**src/rtl/pci_tbr_pkg.sv**
```systemverilog
package pci_tbr_pkg;
  typedef enum logic [1:0] {ST_IDLE, ST_TURN, ST_DATA, ST_DONE} tbr_state_e;

  localparam logic [3:0] CMD_RD      = 4'b0110;
  localparam logic [3:0] CMD_RD_MULT = 4'b1100;
  localparam logic [3:0] CMD_RD_LINE = 4'b1110;

  function automatic logic is_mem_read(input logic [3:0] cmd);
    return (cmd == CMD_RD) || (cmd == CMD_RD_MULT) || (cmd == CMD_RD_LINE);
  endfunction
endpackage

```
**src/rtl/pci_tbr_decode.sv**
```systemverilog
module pci_tbr_decode #(
  parameter int          AW       = 32,
  parameter int          WIN_LOG2 = 20,
  parameter logic [31:0] BAR_BASE = 32'h4000_0000,
  parameter bit          WIDE_EN  = 1'b1
) (
  input  logic          clk_i,
  input  logic          rst_ni,
  input  logic          idle_i,
  input  logic          frame_ni,
  input  logic          req64_ni,
  input  logic [AW-1:0] ad_i,
  input  logic [3:0]    cmd_i,
  output logic          claim_o,
  output logic [AW-1:0] adr_o,
  output logic [3:0]    cmd_o,
  output logic          wide_o
);
  import pci_tbr_pkg::*;

  logic frame_q;
  logic addr_cyc, win_hit;

  assign addr_cyc = !frame_ni && frame_q;
  assign win_hit  = ad_i[AW-1:WIN_LOG2] == BAR_BASE[AW-1:WIN_LOG2];
  assign claim_o  = idle_i && addr_cyc && win_hit && is_mem_read(cmd_i);

  always_ff @(posedge clk_i or negedge rst_ni) begin
    if (!rst_ni) begin
      frame_q <= 1'b1;
      adr_o   <= '0;
      cmd_o   <= '0;
      wide_o  <= 1'b0;
    end else begin
      frame_q <= frame_ni;
      if (claim_o) begin
        adr_o  <= ad_i;
        cmd_o  <= cmd_i;
        wide_o <= WIDE_EN && !req64_ni;
      end
    end
  end
endmodule

```
**src/rtl/pci_tbr_fifo.sv**
```systemverilog
module pci_tbr_fifo #(
  parameter int W     = 64,
  parameter int DEPTH = 4,
  parameter int CNT_W = 3
) (
  input  logic             clk_i,
  input  logic             rst_ni,
  input  logic             flush_i,
  input  logic             push_i,
  input  logic             pop_i,
  input  logic [W-1:0]     din_i,
  output logic [W-1:0]     dout_o,
  output logic             empty_o,
  output logic [CNT_W-1:0] cnt_o
);
  localparam int PW = (DEPTH > 1) ? $clog2(DEPTH) : 1;
  localparam logic [PW-1:0] LAST = PW'(DEPTH - 1);

  logic [W-1:0]  mem_q [DEPTH];
  logic [PW-1:0] wr_q, rd_q;

  assign dout_o  = mem_q[rd_q];
  assign empty_o = (cnt_o == '0);

  always_ff @(posedge clk_i) begin
    if (push_i) mem_q[wr_q] <= din_i;
  end

  always_ff @(posedge clk_i or negedge rst_ni) begin
    if (!rst_ni) begin
      wr_q  <= '0;
      rd_q  <= '0;
      cnt_o <= '0;
    end else if (flush_i) begin
      wr_q  <= '0;
      rd_q  <= '0;
      cnt_o <= '0;
    end else begin
      if (push_i) wr_q <= (wr_q == LAST) ? '0 : wr_q + 1'b1;
      if (pop_i)  rd_q <= (rd_q == LAST) ? '0 : rd_q + 1'b1;
      cnt_o <= cnt_o + CNT_W'(push_i) - CNT_W'(pop_i);
    end
  end
endmodule

```
**src/rtl/pci_tbr_par.sv**
```systemverilog
module pci_tbr_par #(
  parameter int DW = 32
) (
  input  logic            clk_i,
  input  logic            rst_ni,
  input  logic            en_i,
  input  logic [DW-1:0]   ad_i,
  input  logic [DW/8-1:0] be_i,
  output logic            par_o,
  output logic            par_oe_o
);
  always_ff @(posedge clk_i or negedge rst_ni) begin
    if (!rst_ni) begin
      par_o    <= 1'b0;
      par_oe_o <= 1'b0;
    end else begin
      par_o    <= ^ad_i ^ ^be_i;
      par_oe_o <= en_i;
    end
  end
endmodule

```
**src/rtl/pci_tgt_burst_rd.sv**
```systemverilog
module pci_tgt_burst_rd #(
  parameter int          DW       = 32,
  parameter bit          WIDE_EN  = 1'b1,
  parameter int          DEPTH    = 4,
  parameter int          WIN_LOG2 = 20,
  parameter logic [31:0] BAR_BASE = 32'h4000_0000
) (
  input  logic            clk_i,
  input  logic            rst_ni,
  input  logic            frame_ni,
  input  logic            irdy_ni,
  input  logic            req64_ni,
  input  logic [DW-1:0]   ad_i,
  input  logic [DW/8-1:0] cbe_i,
  input  logic [DW/8-1:0] cbe_hi_i,
  output logic [DW-1:0]   ad_o,
  output logic            ad_oe_o,
  output logic [DW-1:0]   ad_hi_o,
  output logic            ad_hi_oe_o,
  output logic            par_o,
  output logic            par_oe_o,
  output logic            par64_o,
  output logic            par64_oe_o,
  output logic            devsel_no,
  output logic            trdy_no,
  output logic            stop_no,
  output logic            ack64_no,
  output logic            ctl_oe_o,
  output logic            loc_frame_no,
  output logic            loc_xfr_no,
  input  logic            loc_rdy_ni,
  input  logic [2*DW-1:0] loc_data_i,
  output logic [DW-1:0]   loc_adr_o,
  output logic [3:0]      loc_cmd_o
);
  import pci_tbr_pkg::*;

  localparam int WW  = WIDE_EN ? 2 * DW : DW;
  localparam int CAP = DEPTH + 1;            // fifo plus output stage
  localparam int CW  = $clog2(CAP + 1);

  tbr_state_e state_q, nxt;
  logic       claim, wide_q;
  logic       active, complete, last;
  logic       cap, drain, push, pop;
  logic       fifo_empty;
  logic [WW-1:0] fifo_dout, cap_word;
  logic [CW-1:0] fifo_cnt, held_d;
  logic       out_vld_q, out_vld_d;
  logic [WW-1:0] out_word_q, out_word_d;
  logic       xfr_q, devsel_q, trdy_q, ack64_q, ctl_oe_q, ad_oe_q, lframe_q;
  logic       nxt_open;

  pci_tbr_decode #(
    .AW(DW), .WIN_LOG2(WIN_LOG2), .BAR_BASE(BAR_BASE), .WIDE_EN(WIDE_EN)
  ) u_dec (
    .clk_i, .rst_ni,
    .idle_i   (state_q == ST_IDLE),
    .frame_ni,
    .req64_ni,
    .ad_i,
    .cmd_i    (cbe_i[3:0]),
    .claim_o  (claim),
    .adr_o    (loc_adr_o),
    .cmd_o    (loc_cmd_o),
    .wide_o   (wide_q)
  );

  assign active   = (state_q == ST_TURN) || (state_q == ST_DATA);
  assign complete = (state_q == ST_DATA) && !trdy_q && !irdy_ni;
  assign last     = complete && frame_ni;

  always_comb begin
    nxt = state_q;
    unique case (state_q)
      ST_IDLE: if (claim) nxt = ST_TURN;
      ST_TURN: nxt = ST_DATA;
      ST_DATA: if (last) nxt = ST_DONE;
      ST_DONE: nxt = ST_IDLE;
      default: nxt = ST_IDLE;
    endcase
  end

  assign nxt_open = (nxt == ST_TURN) || (nxt == ST_DATA);

  // local word capture and output staging with fifo bypass
  assign cap      = active && !xfr_q;
  assign cap_word = loc_data_i[WW-1:0];
  assign drain    = !out_vld_q || complete;
  assign pop      = drain && !fifo_empty && !last;
  assign push     = cap && !(drain && fifo_empty) && !last;

  always_comb begin
    out_vld_d  = last ? 1'b0 : ((out_vld_q && !complete) || !fifo_empty || cap);
    out_word_d = out_word_q;
    if (drain) out_word_d = fifo_empty ? cap_word : fifo_dout;
  end

  pci_tbr_fifo #(.W(WW), .DEPTH(DEPTH), .CNT_W(CW)) u_fifo (
    .clk_i, .rst_ni,
    .flush_i (last),
    .push_i  (push),
    .pop_i   (pop),
    .din_i   (cap_word),
    .dout_o  (fifo_dout),
    .empty_o (fifo_empty),
    .cnt_o   (fifo_cnt)
  );

  // words held after this edge; a strobe next cycle may add one more
  assign held_d = last ? '0 : (fifo_cnt + CW'(push) - CW'(pop) + CW'(out_vld_d));

  always_ff @(posedge clk_i or negedge rst_ni) begin
    if (!rst_ni) begin
      state_q    <= ST_IDLE;
      out_vld_q  <= 1'b0;
      out_word_q <= '0;
      xfr_q      <= 1'b1;
      devsel_q   <= 1'b1;
      trdy_q     <= 1'b1;
      ack64_q    <= 1'b1;
      ctl_oe_q   <= 1'b0;
      ad_oe_q    <= 1'b0;
      lframe_q   <= 1'b1;
    end else begin
      state_q    <= nxt;
      out_vld_q  <= out_vld_d;
      out_word_q <= out_word_d;
      xfr_q      <= !(nxt_open && !loc_rdy_ni && (held_d < CW'(CAP)));
      devsel_q   <= !(nxt == ST_DATA);
      trdy_q     <= !((nxt == ST_DATA) && out_vld_d);
      ack64_q    <= !((nxt == ST_DATA) && wide_q);
      ctl_oe_q   <= (nxt == ST_DATA) || (nxt == ST_DONE);
      ad_oe_q    <= (nxt == ST_DATA);
      lframe_q   <= !nxt_open;
    end
  end

  assign ad_o         = out_word_q[DW-1:0];
  assign ad_oe_o      = ad_oe_q;
  assign devsel_no    = devsel_q;
  assign trdy_no      = trdy_q;
  assign stop_no      = 1'b1;
  assign ack64_no     = ack64_q;
  assign ctl_oe_o     = ctl_oe_q;
  assign loc_frame_no = lframe_q;
  assign loc_xfr_no   = xfr_q;

  pci_tbr_par #(.DW(DW)) u_par_lo (
    .clk_i, .rst_ni,
    .en_i     (ad_oe_q),
    .ad_i     (ad_o),
    .be_i     (cbe_i),
    .par_o    (par_o),
    .par_oe_o (par_oe_o)
  );

  if (WIDE_EN) begin : g_wide
    assign ad_hi_o    = out_word_q[WW-1:DW];
    assign ad_hi_oe_o = ad_oe_q && wide_q;
    pci_tbr_par #(.DW(DW)) u_par_hi (
      .clk_i, .rst_ni,
      .en_i     (ad_hi_oe_o),
      .ad_i     (ad_hi_o),
      .be_i     (cbe_hi_i),
      .par_o    (par64_o),
      .par_oe_o (par64_oe_o)
    );
  end else begin : g_narrow
    assign ad_hi_o    = '0;
    assign ad_hi_oe_o = 1'b0;
    assign par64_o    = 1'b0;
    assign par64_oe_o = 1'b0;
  end
endmodule

```
**config.mk**
```make
export PLATFORM = sky130hd
export DESIGN_NAME = pci_tgt_burst_rd
export DESIGN_NICKNAME = d
export VERILOG_FILES = /design/src/rtl/pci_tbr_pkg.sv /design/src/rtl/pci_tbr_decode.sv /design/src/rtl/pci_tbr_fifo.sv /design/src/rtl/pci_tbr_par.sv /design/src/rtl/pci_tgt_burst_rd.sv
export SDC_FILE = /design/constraint.sdc
export NUM_CORES = 1
export LEC_CHECK = 0
export BUFFER_PORTS_ARGS = -buffer_cell sky130_fd_sc_hd__buf_2
export CAP_MARGIN = 20
export CORE_MARGIN = 4
export CORE_UTILIZATION = 40
export CTS_CLUSTER_DIAMETER = 150
export CTS_CLUSTER_SIZE = 25
export DETAILED_ROUTE_END_ITERATION = 6
export GPL_TIMING_DRIVEN = 0
export PLACE_DENSITY = 0.68
export SLEW_MARGIN = 20
export SYNTH_ARGS = -nofsm -noshare
export SYNTH_HDL_FRONTEND = slang
export SYNTH_HIERARCHICAL = 1
export SYNTH_SLANG_ARGS = --single-unit
```
**constraint.sdc**
```tcl
create_clock -name clk_i -period 4.3 [get_ports clk_i]
set_input_delay 0.645 -clock clk_i [delete_from_list [all_inputs] [get_ports clk_i]]
set_output_delay 0.645 -clock clk_i [all_outputs]
set_load 0.005 [all_outputs]
```
==> metrics.yaml <==
post-route-period-util_pct: 82.6
crit_required_ns: 4.49
tightest_slew_ns: 0.962
place_congestion: 0.687
coreArea_um2: 38700
async_reset_ff_share_pct: 32.5
drc: 0
reg2regPathDepth: 9
pwr_density_cell_nw_per_um2: 637
synth-edff-count: 256
holdBufCountCts: 0
path_clk_slew_ns: 0.10
pin_count: 223
netlist_area_um2: 15700
antenna_found_initial: 5
irDropWorstVdd_v: 0.000595
fin_util_pct: 46.9
nNetsFinal: 1162
cap_viol_max_count: 0
worstPathArrival_ns: 3.74
ys_seq_area_share_pct: 68.6
die_x_um: 206
die_area_um2: 42500
crit_path_max_fanout: 33
clock.fmax_mhz: 282
yosysMostFrequentCell: "edfxtp_1"
synth_cell_types: 42
cp-end-kind: "register"
cts-root-buf: "clkbuf_16"
syn_nets: 915
rows: 72
synth_common_cells: "edfxtp_1 (256), mux2_2 (118), dfrtp_1 (117)"
wl_per_cell_um: 20.6
critPathKind: "reg -> reg"
numClockSinks: 379
p_leak_uw: 0.00692
clk_latency_ns: 0.53
drt_pre_antenna_iters: 4
post_cts_resized: 0
grt_pass1_wl_um: 48700
run_status: "complete, no violations"
post_cts_buffers: 0
synthCells: 790
drive_gt1_share_pct: 48.8
die-height_um: 206
wl_um: 32300
vias: 7761
r2r-end: "u_fifo/mem_q[3][15]"
rsz0062_at_grt: "no"
drt_iter0_markers: 400
grt_max_degree: 68
drv_slew: 0
cts_tree: "built"
crit_path_start_kind: "register"
io_buffers: 221
cts_made_buffers: 19
start_util_pct: 40.5
yosys_warnings: 6
synth_top_cell_area_share_pct: 49.0
synth_flop_cell: "edfxtp_1"
grt_pass1_vias: 7973
grt_util_all_layers_pct: 14.8
cp-startpoint: "state_q[0]"
min_period_ns: 3.55
place_ws_ns: 0.747
max_slew_margin_pct: 35.5
final_antenna_net_count: 0
syn_to_final_growth_pct: 15.6
ys_ff_latch: 379
crit_end: "u_fifo/mem_q[3][15]"
rrSetupSlack_ns: 0.75
layout_setup_ws_ns: 0.750
hpwlAfterDp_um: 21600
r2r-start: "state_q[0]"
htree_levels: 1
viasPerCell: 4.96
synthTopCellsByArea: "edfxtp_1 (49%), dfrtp_1 (19%), mux4_2 (9.0%), mux2_2 (8.5%), xnor2_1 (3.3%)"
cts_buffer_depth: 3
synth_top_cell_by_area: "edfxtp_1"
finalHoldViolCount: 0
setup_violations: 0
clock_skew_ns: 0.0328
syn_area_per_cell_um2: 19.9
num_antenna_cells: 0
worstHoldPathType: "in -> async"
overflow: 0
-- layout by cell type, fill, tap and decap left out, types with 4 or more instances in the layout --
cell / netlist / final
edfxtp_1: 256 / 256
buf_2: 13 / 233
mux2_2: 118 / 118
dfrtp_1: 117 / 117
mux4_2: 63 / 63
xnor2_1: 60 / 60
mux2_4: 32 / 32
clkbuf_16: 0 / 19
nor2b_1: 14 / 14
buf_6: 13 / 13
clkbuf_1: 1 / 13
inv_1: 12 / 12
ha_1: 12 / 12
xor2_1: 8 / 8
nor2_1: 6 / 6
dfstp_2: 6 / 6
buf_12: 4 / 5
mux2i_1: 4 / 4
a21oi_1: 4 / 4
or2_2: 4 / 4
buf_16: 0 / 4
and2_4: 0 / 4
-- registers in the layout, summed over array words and instances (netlist names) --
name / flops
ack64_no: 1
ad_oe_o: 1
ctl_oe_o: 1
devsel_no: 1
g_wide.u_par_hi/par_o: 1
g_wide.u_par_hi/par_oe_o: 1
loc_frame_no: 1
loc_xfr_no: 1
out_vld_q: 1
out_word_q: 64
state_q: 2
trdy_no: 1
u_dec/adr_o: 32
u_dec/cmd_o: 4
u_dec/frame_q: 1
u_dec/wide_o: 1
u_fifo/cnt_o: 3
u_fifo/mem_q: 256
u_fifo/rd_q: 2
u_fifo/wr_q: 2
u_par_lo/par_o: 1
u_par_lo/par_oe_o: 1
-- cell type report --
cell class / instances / area [µm²]
Sequential cell: 379 / 10800
Clock inverter: 1 / 30.0
Multi-Input combinational cell: 365 / 4570
Tap cell: 518 / 648
Timing Repair Buffer: 226 / 1250
Buffer: 34 / 318
Fill cell: 3401 / 20600
Clock buffer: 31 / 520
Inverter: 12 / 45.0
-- worst max-delay path, stage by stage (launching register included) --
cell      delay (ns)
dfrtp_1         0.37
inv_1           0.07
ha_1            0.22
nor3b_2         0.18
nand2b_4        0.16
buf_6           0.17
buf_6           0.18
a211oi_1        0.82
and2_4          0.70
buf_12          0.32
-- worst min path at each step --
stage                              to     from  depth (start not counted)  slack, ns
floorplan                     ad_oe_o   rst_ni                          0       0.35
global placement    u_par_lo/par_oe_o  ad_oe_o                          0       0.40
detailed placement  u_par_lo/par_oe_o  ad_oe_o                          0       0.40
CTS                    u_dec/cmd_o[0]   rst_ni                          1       0.05
global route           u_dec/cmd_o[0]   rst_ni                          1       0.06
finish                 u_dec/cmd_o[0]   rst_ni                          1       0.05
-- layer usage --
layer	global-route usage, %	vias to the layer above	wire length, µm
li1	-	3509	-
met1	21.4	4065	14200
met2	24.7	142	16100
met3	2.29	35	1520
met4	2.31	10	333
met5	0	-	67
-- kinds of logic (layout without fill, tap and decap cells) --
group	count (synthesis)	after routing	synth area share [%]
simple gates	48	48	1.98
xor+xnor	71	71	4.22
compound gates	11	11	0.446
mux	219	219	21.1
fa+ha+maj	15	15	1.34
other cells	1	1	0.0239
flops	379	379	68.6
buf+inv	46	304	2.31
-- power breakdown --
part | internal (µW) | switching, µW | leakage (µW)
combinational | 2790 | 2100 | 0.00282
clock | 853 | 1120 | 0.000260
sequential | 4330 | 374 | 0.00384
-- through the flow --
| step | setup TNS [ns] | area, µm² | cells | hold slack (ns) | power, µW |
|---|---|---|---|---|---|
| 3_3_place_gp | -294.18 | 17500 | 1529 | 0.396 | 9730 |
| 2_1_floorplan | 0 | 15700 | 790 | 0.349 | 8290 |
| 6_report | 0 | 18200 | 1566 | 0.0483 | 11600 |
| 5_1_grt | 0 | 18200 | 1566 | 0.0591 | 12300 |
| 4_1_cts | 0 | 18200 | 1566 | 0.0541 | 11800 |
| 3_5_place_dp | 0 | 17600 | 1534 | 0.399 | 9770 |
Power figures use the tool's default switching activity.
